===== config.mk =====
export PLATFORM = sky130hd
export DESIGN_NAME = tbase_unit
export DESIGN_NICKNAME = d
export VERILOG_FILES = /design/src/rtl/tbase_pkg.sv /design/src/rtl/tbase_regs.sv /design/src/rtl/tbase_prescaler.sv /design/src/rtl/tbase_counter.sv /design/src/rtl/tbase_update.sv /design/src/rtl/tbase_unit.sv
export SDC_FILE = /design/constraint.sdc
export NUM_CORES = 1
export LEC_CHECK = 0
export ABC_AREA = 0
export BUFFER_PORTS_ARGS = -buffer_cell sky130_fd_sc_hd__buf_4
export CAP_MARGIN = 5
export CORE_ASPECT_RATIO = 1.5
export CORE_MARGIN = 4
export CORE_UTILIZATION = 30
export CTS_BUF_LIST = sky130_fd_sc_hd__clkbuf_2 sky130_fd_sc_hd__clkbuf_4 sky130_fd_sc_hd__clkbuf_8
export DETAILED_ROUTE_END_ITERATION = 10
export PLACE_DENSITY_LB_ADDON = 0.1
export RECOVER_POWER = 100
export SLEW_MARGIN = 20
export SYNTH_ARGS = -nofsm -noshare
export SYNTH_HDL_FRONTEND = slang
export SYNTH_SLANG_ARGS = --single-unit

===== constraint.sdc =====
create_clock -name clk_i -period 3.7 [get_ports clk_i]
set_input_delay 0.185 -clock clk_i [delete_from_list [all_inputs] [get_ports clk_i]]
set_output_delay 0.185 -clock clk_i [all_outputs]
set_load 0.01 [all_outputs]

===== src/rtl/tbase_pkg.sv =====
`timescale 1ns/1ps
package tbase_pkg;
  localparam int unsigned ADDR_W = 3;

  localparam logic [ADDR_W-1:0] A_CTRL = 3'd0;
  localparam logic [ADDR_W-1:0] A_IEN  = 3'd1;
  localparam logic [ADDR_W-1:0] A_STAT = 3'd2;
  localparam logic [ADDR_W-1:0] A_EVT  = 3'd3;
  localparam logic [ADDR_W-1:0] A_CNT  = 3'd4;
  localparam logic [ADDR_W-1:0] A_PSC  = 3'd5;
  localparam logic [ADDR_W-1:0] A_ARR  = 3'd6;

  localparam int unsigned B_RUN  = 0;
  localparam int unsigned B_SUPP = 1;
  localparam int unsigned B_SRC  = 2;
  localparam int unsigned B_ONE  = 3;
  localparam int unsigned B_BUF  = 7;
  localparam int unsigned B_DIV  = 8;
  localparam int unsigned CTRL_W = 10;

  typedef struct packed {
    logic [1:0] div;
    logic       buf_en;
    logic       one_shot;
    logic       src_ovf;
    logic       supp;
    logic       run;
  } ctrl_t;
endpackage


===== src/rtl/tbase_regs.sv =====
`timescale 1ns/1ps
module tbase_regs
  import tbase_pkg::*;
#(
  parameter int unsigned DW = 16
) (
  input  logic              clk_i,
  input  logic              rst_ni,
  input  logic              we_i,
  input  logic [ADDR_W-1:0] addr_i,
  input  logic [DW-1:0]     wdata_i,
  output logic [DW-1:0]     rdata_o,
  input  logic [DW-1:0]     cnt_i,
  input  logic              upd_i,
  input  logic              flag_set_i,
  output logic              run_o,
  output logic              supp_o,
  output logic              src_ovf_o,
  output logic              ie_o,
  output logic              uif_o,
  output logic [DW-1:0]     psc_pre_o,
  output logic [DW-1:0]     arr_pre_o,
  output logic              arr_now_o,
  output logic              ug_o,
  output logic              cnt_ld_o
);
  ctrl_t         ctrl_q, ctrl_d;
  logic          ie_q, uif_q;
  logic [DW-1:0] psc_q, arr_q;
  logic          wr_ctrl, wr_ien, wr_stat, wr_evt, wr_cnt, wr_psc, wr_arr;

  assign wr_ctrl = we_i && (addr_i == A_CTRL);
  assign wr_ien  = we_i && (addr_i == A_IEN);
  assign wr_stat = we_i && (addr_i == A_STAT);
  assign wr_evt  = we_i && (addr_i == A_EVT);
  assign wr_cnt  = we_i && (addr_i == A_CNT);
  assign wr_psc  = we_i && (addr_i == A_PSC);
  assign wr_arr  = we_i && (addr_i == A_ARR);

  always_comb begin
    ctrl_d.div      = wdata_i[B_DIV +: 2];
    ctrl_d.buf_en   = wdata_i[B_BUF];
    ctrl_d.one_shot = wdata_i[B_ONE];
    ctrl_d.src_ovf  = wdata_i[B_SRC];
    ctrl_d.supp     = wdata_i[B_SUPP];
    ctrl_d.run      = wdata_i[B_RUN];
  end

  always_ff @(posedge clk_i or negedge rst_ni) begin
    if (!rst_ni) begin
      ctrl_q <= '0;
    end else if (wr_ctrl) begin
      ctrl_q <= ctrl_d;
    end else if (upd_i && ctrl_q.one_shot) begin
      ctrl_q.run <= 1'b0;
    end
  end

  always_ff @(posedge clk_i or negedge rst_ni) begin
    if (!rst_ni) begin
      ie_q  <= 1'b0;
      uif_q <= 1'b0;
      psc_q <= '0;
      arr_q <= '0;
    end else begin
      if (wr_ien) ie_q <= wdata_i[0];
      // set takes precedence over a software clear in the same cycle
      if (flag_set_i)                  uif_q <= 1'b1;
      else if (wr_stat && !wdata_i[0]) uif_q <= 1'b0;
      if (wr_psc) psc_q <= wdata_i;
      if (wr_arr) arr_q <= wdata_i;
    end
  end

  always_comb begin
    rdata_o = '0;
    unique case (addr_i)
      A_CTRL: begin
        rdata_o[B_RUN]      = ctrl_q.run;
        rdata_o[B_SUPP]     = ctrl_q.supp;
        rdata_o[B_SRC]      = ctrl_q.src_ovf;
        rdata_o[B_ONE]      = ctrl_q.one_shot;
        rdata_o[B_BUF]      = ctrl_q.buf_en;
        rdata_o[B_DIV +: 2] = ctrl_q.div;
      end
      A_IEN:  rdata_o[0] = ie_q;
      A_STAT: rdata_o[0] = uif_q;
      A_CNT:  rdata_o    = cnt_i;
      A_PSC:  rdata_o    = psc_q;
      A_ARR:  rdata_o    = arr_q;
      default: rdata_o   = '0;
    endcase
  end

  assign run_o     = ctrl_q.run;
  assign supp_o    = ctrl_q.supp;
  assign src_ovf_o = ctrl_q.src_ovf;
  assign ie_o      = ie_q;
  assign uif_o     = uif_q;
  assign psc_pre_o = psc_q;
  assign arr_pre_o = arr_q;
  assign arr_now_o = wr_arr && !ctrl_q.buf_en;
  assign ug_o      = wr_evt && wdata_i[0];
  assign cnt_ld_o  = wr_cnt;

  a_r8_one_shot_stop: assert property (@(posedge clk_i) disable iff (!rst_ni)
    (upd_i && ctrl_q.one_shot && !wr_ctrl) |=> !ctrl_q.run);
  a_r10_flag_set: assert property (@(posedge clk_i) disable iff (!rst_ni)
    flag_set_i |=> uif_q);
  a_r10_flag_keep: assert property (@(posedge clk_i) disable iff (!rst_ni)
    (!flag_set_i && !wr_stat) |=> $stable(uif_q));
endmodule


===== src/rtl/tbase_prescaler.sv =====
`timescale 1ns/1ps
module tbase_prescaler #(
  parameter int unsigned DW = 16
) (
  input  logic          clk_i,
  input  logic          rst_ni,
  input  logic          run_i,
  input  logic          ug_i,
  input  logic          upd_i,
  input  logic [DW-1:0] psc_pre_i,
  output logic          tick_o
);
  logic [DW-1:0] psc_act, div_q;

  assign tick_o = run_i && !ug_i && (div_q == psc_act);

  always_ff @(posedge clk_i or negedge rst_ni) begin
    if (!rst_ni) begin
      div_q   <= '0;
      psc_act <= '0;
    end else begin
      if (ug_i)       div_q <= '0;
      else if (run_i) div_q <= tick_o ? '0 : div_q + 1'b1;
      if (upd_i) psc_act <= psc_pre_i;
    end
  end

  a_r5_div_in_range: assert property (@(posedge clk_i) disable iff (!rst_ni)
    div_q <= psc_act);
  a_r5_psc_held: assert property (@(posedge clk_i) disable iff (!rst_ni)
    !upd_i |=> $stable(psc_act));
endmodule


===== src/rtl/tbase_counter.sv =====
`timescale 1ns/1ps
module tbase_counter #(
  parameter int unsigned DW = 16
) (
  input  logic          clk_i,
  input  logic          rst_ni,
  input  logic          tick_i,
  input  logic          ug_i,
  input  logic          ld_i,
  input  logic [DW-1:0] wdata_i,
  input  logic          arr_now_i,
  input  logic          upd_i,
  input  logic [DW-1:0] arr_pre_i,
  output logic [DW-1:0] cnt_o,
  output logic          ovf_o
);
  logic [DW-1:0] cnt_q, arr_act;

  assign ovf_o = tick_i && (cnt_q == arr_act);

  always_ff @(posedge clk_i or negedge rst_ni) begin
    if (!rst_ni) begin
      cnt_q   <= '0;
      arr_act <= '0;
    end else begin
      if (ug_i)        cnt_q <= '0;
      else if (ld_i)   cnt_q <= wdata_i;
      else if (tick_i) cnt_q <= ovf_o ? '0 : cnt_q + 1'b1;
      if (arr_now_i)   arr_act <= wdata_i;
      else if (upd_i)  arr_act <= arr_pre_i;
    end
  end

  assign cnt_o = cnt_q;

  a_r2_hold: assert property (@(posedge clk_i) disable iff (!rst_ni)
    (!tick_i && !ug_i && !ld_i) |=> $stable(cnt_q));
  a_r2_wrap: assert property (@(posedge clk_i) disable iff (!rst_ni)
    (ovf_o && !ug_i && !ld_i) |=> (cnt_q == '0));
  a_r4_reload_held: assert property (@(posedge clk_i) disable iff (!rst_ni)
    (!arr_now_i && !upd_i) |=> $stable(arr_act));
endmodule


===== src/rtl/tbase_update.sv =====
`timescale 1ns/1ps
module tbase_update (
  input  logic clk_i,
  input  logic rst_ni,
  input  logic ovf_i,
  input  logic ug_i,
  input  logic supp_i,
  input  logic src_ovf_i,
  output logic upd_o,
  output logic flag_set_o,
  output logic pulse_o
);
  logic pulse_q;

  assign upd_o      = !supp_i && (ovf_i || ug_i);
  assign flag_set_o = upd_o && (ovf_i || !src_ovf_i);

  always_ff @(posedge clk_i or negedge rst_ni) begin
    if (!rst_ni) pulse_q <= 1'b0;
    else         pulse_q <= upd_o;
  end

  assign pulse_o = pulse_q;

  a_r6_suppressed: assert property (@(posedge clk_i) disable iff (!rst_ni)
    pulse_q |-> $past(!supp_i));
  a_r7_source: assert property (@(posedge clk_i) disable iff (!rst_ni)
    (flag_set_o && src_ovf_i) |-> ovf_i);
  a_r3_pulse_cause: assert property (@(posedge clk_i) disable iff (!rst_ni)
    pulse_q |-> $past(ovf_i || ug_i));
endmodule


===== src/rtl/tbase_unit.sv =====
`timescale 1ns/1ps
module tbase_unit
  import tbase_pkg::*;
#(
  parameter int unsigned CNT_W = 16
) (
  input  logic             clk_i,
  input  logic             rst_ni,
  input  logic             reg_we_i,
  input  logic [2:0]       reg_addr_i,
  input  logic [CNT_W-1:0] reg_wdata_i,
  output logic [CNT_W-1:0] reg_rdata_o,
  output logic [CNT_W-1:0] cnt_o,
  output logic             upd_o,
  output logic             uif_o,
  output logic             irq_o
);
  logic             run, supp, src_ovf, ie, uif;
  logic [CNT_W-1:0] psc_pre, arr_pre, cnt;
  logic             arr_now, ug, cnt_ld, tick, ovf, upd, flag_set, pulse;
  logic             irq_q;

  tbase_regs #(.DW(CNT_W)) u_regs (
    .clk_i, .rst_ni,
    .we_i(reg_we_i), .addr_i(reg_addr_i), .wdata_i(reg_wdata_i), .rdata_o(reg_rdata_o),
    .cnt_i(cnt), .upd_i(upd), .flag_set_i(flag_set),
    .run_o(run), .supp_o(supp), .src_ovf_o(src_ovf), .ie_o(ie), .uif_o(uif),
    .psc_pre_o(psc_pre), .arr_pre_o(arr_pre), .arr_now_o(arr_now),
    .ug_o(ug), .cnt_ld_o(cnt_ld)
  );

  tbase_prescaler #(.DW(CNT_W)) u_psc (
    .clk_i, .rst_ni,
    .run_i(run), .ug_i(ug), .upd_i(upd), .psc_pre_i(psc_pre), .tick_o(tick)
  );

  tbase_counter #(.DW(CNT_W)) u_cnt (
    .clk_i, .rst_ni,
    .tick_i(tick), .ug_i(ug), .ld_i(cnt_ld), .wdata_i(reg_wdata_i),
    .arr_now_i(arr_now), .upd_i(upd), .arr_pre_i(arr_pre),
    .cnt_o(cnt), .ovf_o(ovf)
  );

  tbase_update u_upd (
    .clk_i, .rst_ni,
    .ovf_i(ovf), .ug_i(ug), .supp_i(supp), .src_ovf_i(src_ovf),
    .upd_o(upd), .flag_set_o(flag_set), .pulse_o(pulse)
  );

  always_ff @(posedge clk_i or negedge rst_ni) begin
    if (!rst_ni) irq_q <= 1'b0;
    else         irq_q <= uif && ie;
  end

  assign cnt_o = cnt;
  assign upd_o = pulse;
  assign uif_o = uif;
  assign irq_o = irq_q;

  a_r11_irq_enabled: assert property (@(posedge clk_i) disable iff (!rst_ni)
    irq_o |-> $past(ie));
  a_r11_irq_flagged: assert property (@(posedge clk_i) disable iff (!rst_ni)
    irq_o |-> $past(uif));
endmodule


==> impl_metrics.yaml <==
synth:
  largest_area_contributor_in_the_netlist: "dfrtp_1"
  number_of_library_cell_types_mapped_by_synthesis: 59
  synth.avg_cell_area_um2: 10.1
  synthesis.nets: 609
  yosys-top-cells-count: "dfrtp_1, mux2_2, nand2_1"
  number_of_flops_mapped_to_enable_cells_by_yosys: 0
  synth_area_leaders: "dfrtp_1, mux2_2, xnor2_1"
  synthMostInstantiatedCell: "dfrtp_1"
  ys_ff_latch: 107
  seq_area_frac_synth_pct: 45.4
  synth_top_area_share_pct: 45.4
  proportion_of_synthesized_flip_flops_having_asynchronous_set_or_reset_pct: 100
  synth_area_um2: 5890
  synthesis.instances: 585
  yosysWarningCount: 0
  postSynth.topFlopCell: "dfrtp_1"
clock_network:
  hold_buffers: 1
  ctsHtreeMaxLevel: 3
  ctsRootBufferMaster: "clkbuf_8"
  buffer_depth_of_the_longest_clock_path: 2
  number_of_sinks_on_the_clock_net: 107
  cts_setup_buffers: 0
  ctsResizeCount: 0
  cts_inserted_buffers: 9
  clkLatencyLatePin_ps: 390
  tritoncts_clock_tree: "done"
  cts.reportedPaths.clkPinSlew_ps: 110
pwr:
  p_leak_nw: 2.65
  fin_total_pwr_mw: 3.67
  p_per_area_nw_per_um2: 558
  vdd.ir_drop.worst_uv: 214
setup_path:
  timing.critical_path.to_type: "register"
  worst-endpoint-arrival_ps: 3210
  timing.critical_path.from: "u_psc.div_q[1]"
  critPathKind: "reg -> reg"
  critical_path.startpoint_type: "register"
  crit_required_ps: 3970
  worstReg2RegStart: "u_psc.div_q[1]"
  cp_max_fo: 20
timing:
  timing.slew.headroom_pct: -66.4
  report.final.slew_viol_count: 60
  final_setup_skew_ps: 16.3
  setup-tns-final_ps: 0
  final-setup-viol-count: 0
  period_needed_ps: 2940
  max_clock_freq_mhz: 341
  worst_slew_pin_slew_ps: 2500
  total_count_of_hold_check_failures_in_the_final_report: 0
  worst_slack_ps: 765
  grt_setup_unrepaired: "no"
  finalCritPeriodShare_pct: 79.3
global_route:
  grt_antenna_before_repair: 0
  grt_overflow_total: 0
  number_of_global_route_vias_before_repair: 4783
  pin_count_of_the_biggest_net_entering_global_routing: 42
  grt_first_pass_wirelength_um: 28700
  track_usage_pct: 17.2
flow_run:
  max_cap_viol_count: 2
placement:
  dp_hpwl_um: 13600
  gp_congestion: 0.872
  io_buffers: 56
  dpl_worst_slack_ps: 1180
  placed_instances: 864
layout:
  number_of_inserted_filler_cells_in_the_final_layout: 2057
  n_antenna_cell: 0
  final_nets: 644
  share_of_cells_above_drive_strength_1_pct: 19.4
  finish.cell_count_without_fillers: 881
  layout-area-overhead-vs-synth_pct: 11.6
die:
  ioPinCount: 57
  total_die_area_um2: 22000
  floorplan.die.width_um: 122
  core_um2: 19200
  core.rowCount: 62
  initial_core_util_pct: 30.6
  chipHeight_um: 180
routing:
  drc: 0
  detail_route.iter0.violations: 283
  vias: 4645
  wirelength_um: 18400
  final_antenna_net_count: 0
  route.detailed.wl_per_inst_um: 20.9
  vias_per_cell: 5.27
  drtPass1Iterations: 4
run_status:
  failing_checks: "capacitance limit, slew limit"
  outcome: "finished, violations left"
min_path:
  min-delay-start: "reg_wdata_i[1]"
  holdCritPathClass: "in -> reg"
[power by group]
group | switching (mW) | internal [mW]
logic | 0.531 | 0.486
registers | 0.382 | 1.46
clock network | 0.420 | 0.395
[cells in the final DEF (no fill, tap or decap), types with 4 or more instances in the layout]
master | Yosys | routed
nand2b_1 | 3 | 4
clkbuf_8 | 0 | 9
o21ai_0 | 45 | 46
nor3_1 | 40 | 40
xnor2_1 | 34 | 34
buf_4 | 2 | 35
o22ai_1 | 18 | 18
nand4_1 | 12 | 12
mux2i_1 | 15 | 15
nand3_1 | 15 | 16
nor3b_1 | 6 | 6
a221o_2 | 5 | 5
inv_1 | 5 | 5
and2_0 | 0 | 11
clkbuf_1 | 15 | 27
a22oi_1 | 8 | 8
nor2_1 | 35 | 35
o31ai_1 | 4 | 4
mux2_1 | 4 | 4
a22o_1 | 4 | 4
dfrtp_1 | 107 | 107
mux2_2 | 52 | 52
a21oi_1 | 11 | 11
nand2_1 | 48 | 50
a31oi_1 | 5 | 5
or3_1 | 5 | 5
nor2b_1 | 6 | 6
[stage by stage]
stage               utilization [%]  hold slack [ps]  instance area, um2
floorplan                         -             -111                5890
global placement               33.7              231                6480
detailed placement             33.7              227                6480
CTS                            34.9             31.8                6710
global route                   34.2             43.7                6580
finish                         34.2             56.4                6580
[path summary, 6_finish.rpt]
path | cells past startpoint | endpoint | slack (ps)
max | 7 | u_psc.div_q[5] | 760
min | 3 | u_cnt.cnt_o[1] | 60
max reg2reg | 7 | u_psc.div_q[5] | 760
min reg2reg | 1 | u_regs.run_o | 500
max in group asynchronous | 3 | u_psc.psc_act[10] | 990
min in group asynchronous | 2 | u_regs.ie_o | 1100
[area by class of cell]
| cell class | instances | area, um2 | share of cell area, % |
|---|---|---|---|
| clock buffer | 11 | 139 | 2.11 |
| clock inverter | 5 | 77.6 | 1.18 |
| inverter | 5 | 18.8 | 0.285 |
| multi-input combinational | 434 | 2970 | 45.1 |
| sequential | 107 | 2680 | 40.7 |
| tap | 256 | 320 | 4.87 |
| timing repair buffer | 63 | 374 | 5.69 |
[critical path, stage by stage (launching register included)]
cell,delay (ps)
dfrtp_1,450
xnor2_1,290
nand4_1,200
nor4_4,300
buf_4,260
or2_0,840
o21ai_0,230
a22o_1,270
[routing by layer]
| layer | part of all wire (%) | track usage, % | wire [um] | vias to the layer above |
|---|---|---|---|---|
| met5 | 0 | 0 | 0 | - |
| met4 | 2.4 | 6.23 | 433 | 0 |
| met3 | 2.9 | 2.11 | 533 | 26 |
| met2 | 53 | 30.0 | 9760 | 99 |
| met1 | 42 | 21.4 | 7700 | 2341 |
| li1 | - | - | - | 2179 |
[state kept, by name (all words and copies together), names as in the netlist]
signal	flops
irq_o	1
u_upd.pulse_o	1
u_regs.uif_o	1
u_cnt.arr_act	16
u_regs.run_o	1
u_regs.ie_o	1
u_psc.psc_act	16
u_regs.arr_pre_o	16
u_regs.supp_o	1
u_regs.psc_pre_o	16
u_cnt.cnt_o	16
u_psc.div_q	16
u_regs.ctrl_q	4
u_regs.src_ovf_o	1
[kinds of logic after synthesis]
group / share of synthesized area (%)
adder cells (fa/ha/maj): 0.425
flip-flops: 45.4
multiplexers: 13.6
buffers and inverters: 3.69
AND/OR/NAND/NOR: 18.6
XOR/XNOR: 5.50
AO/OA/AOI/OAI: 12.7
(Power assumes the default switching activity.)
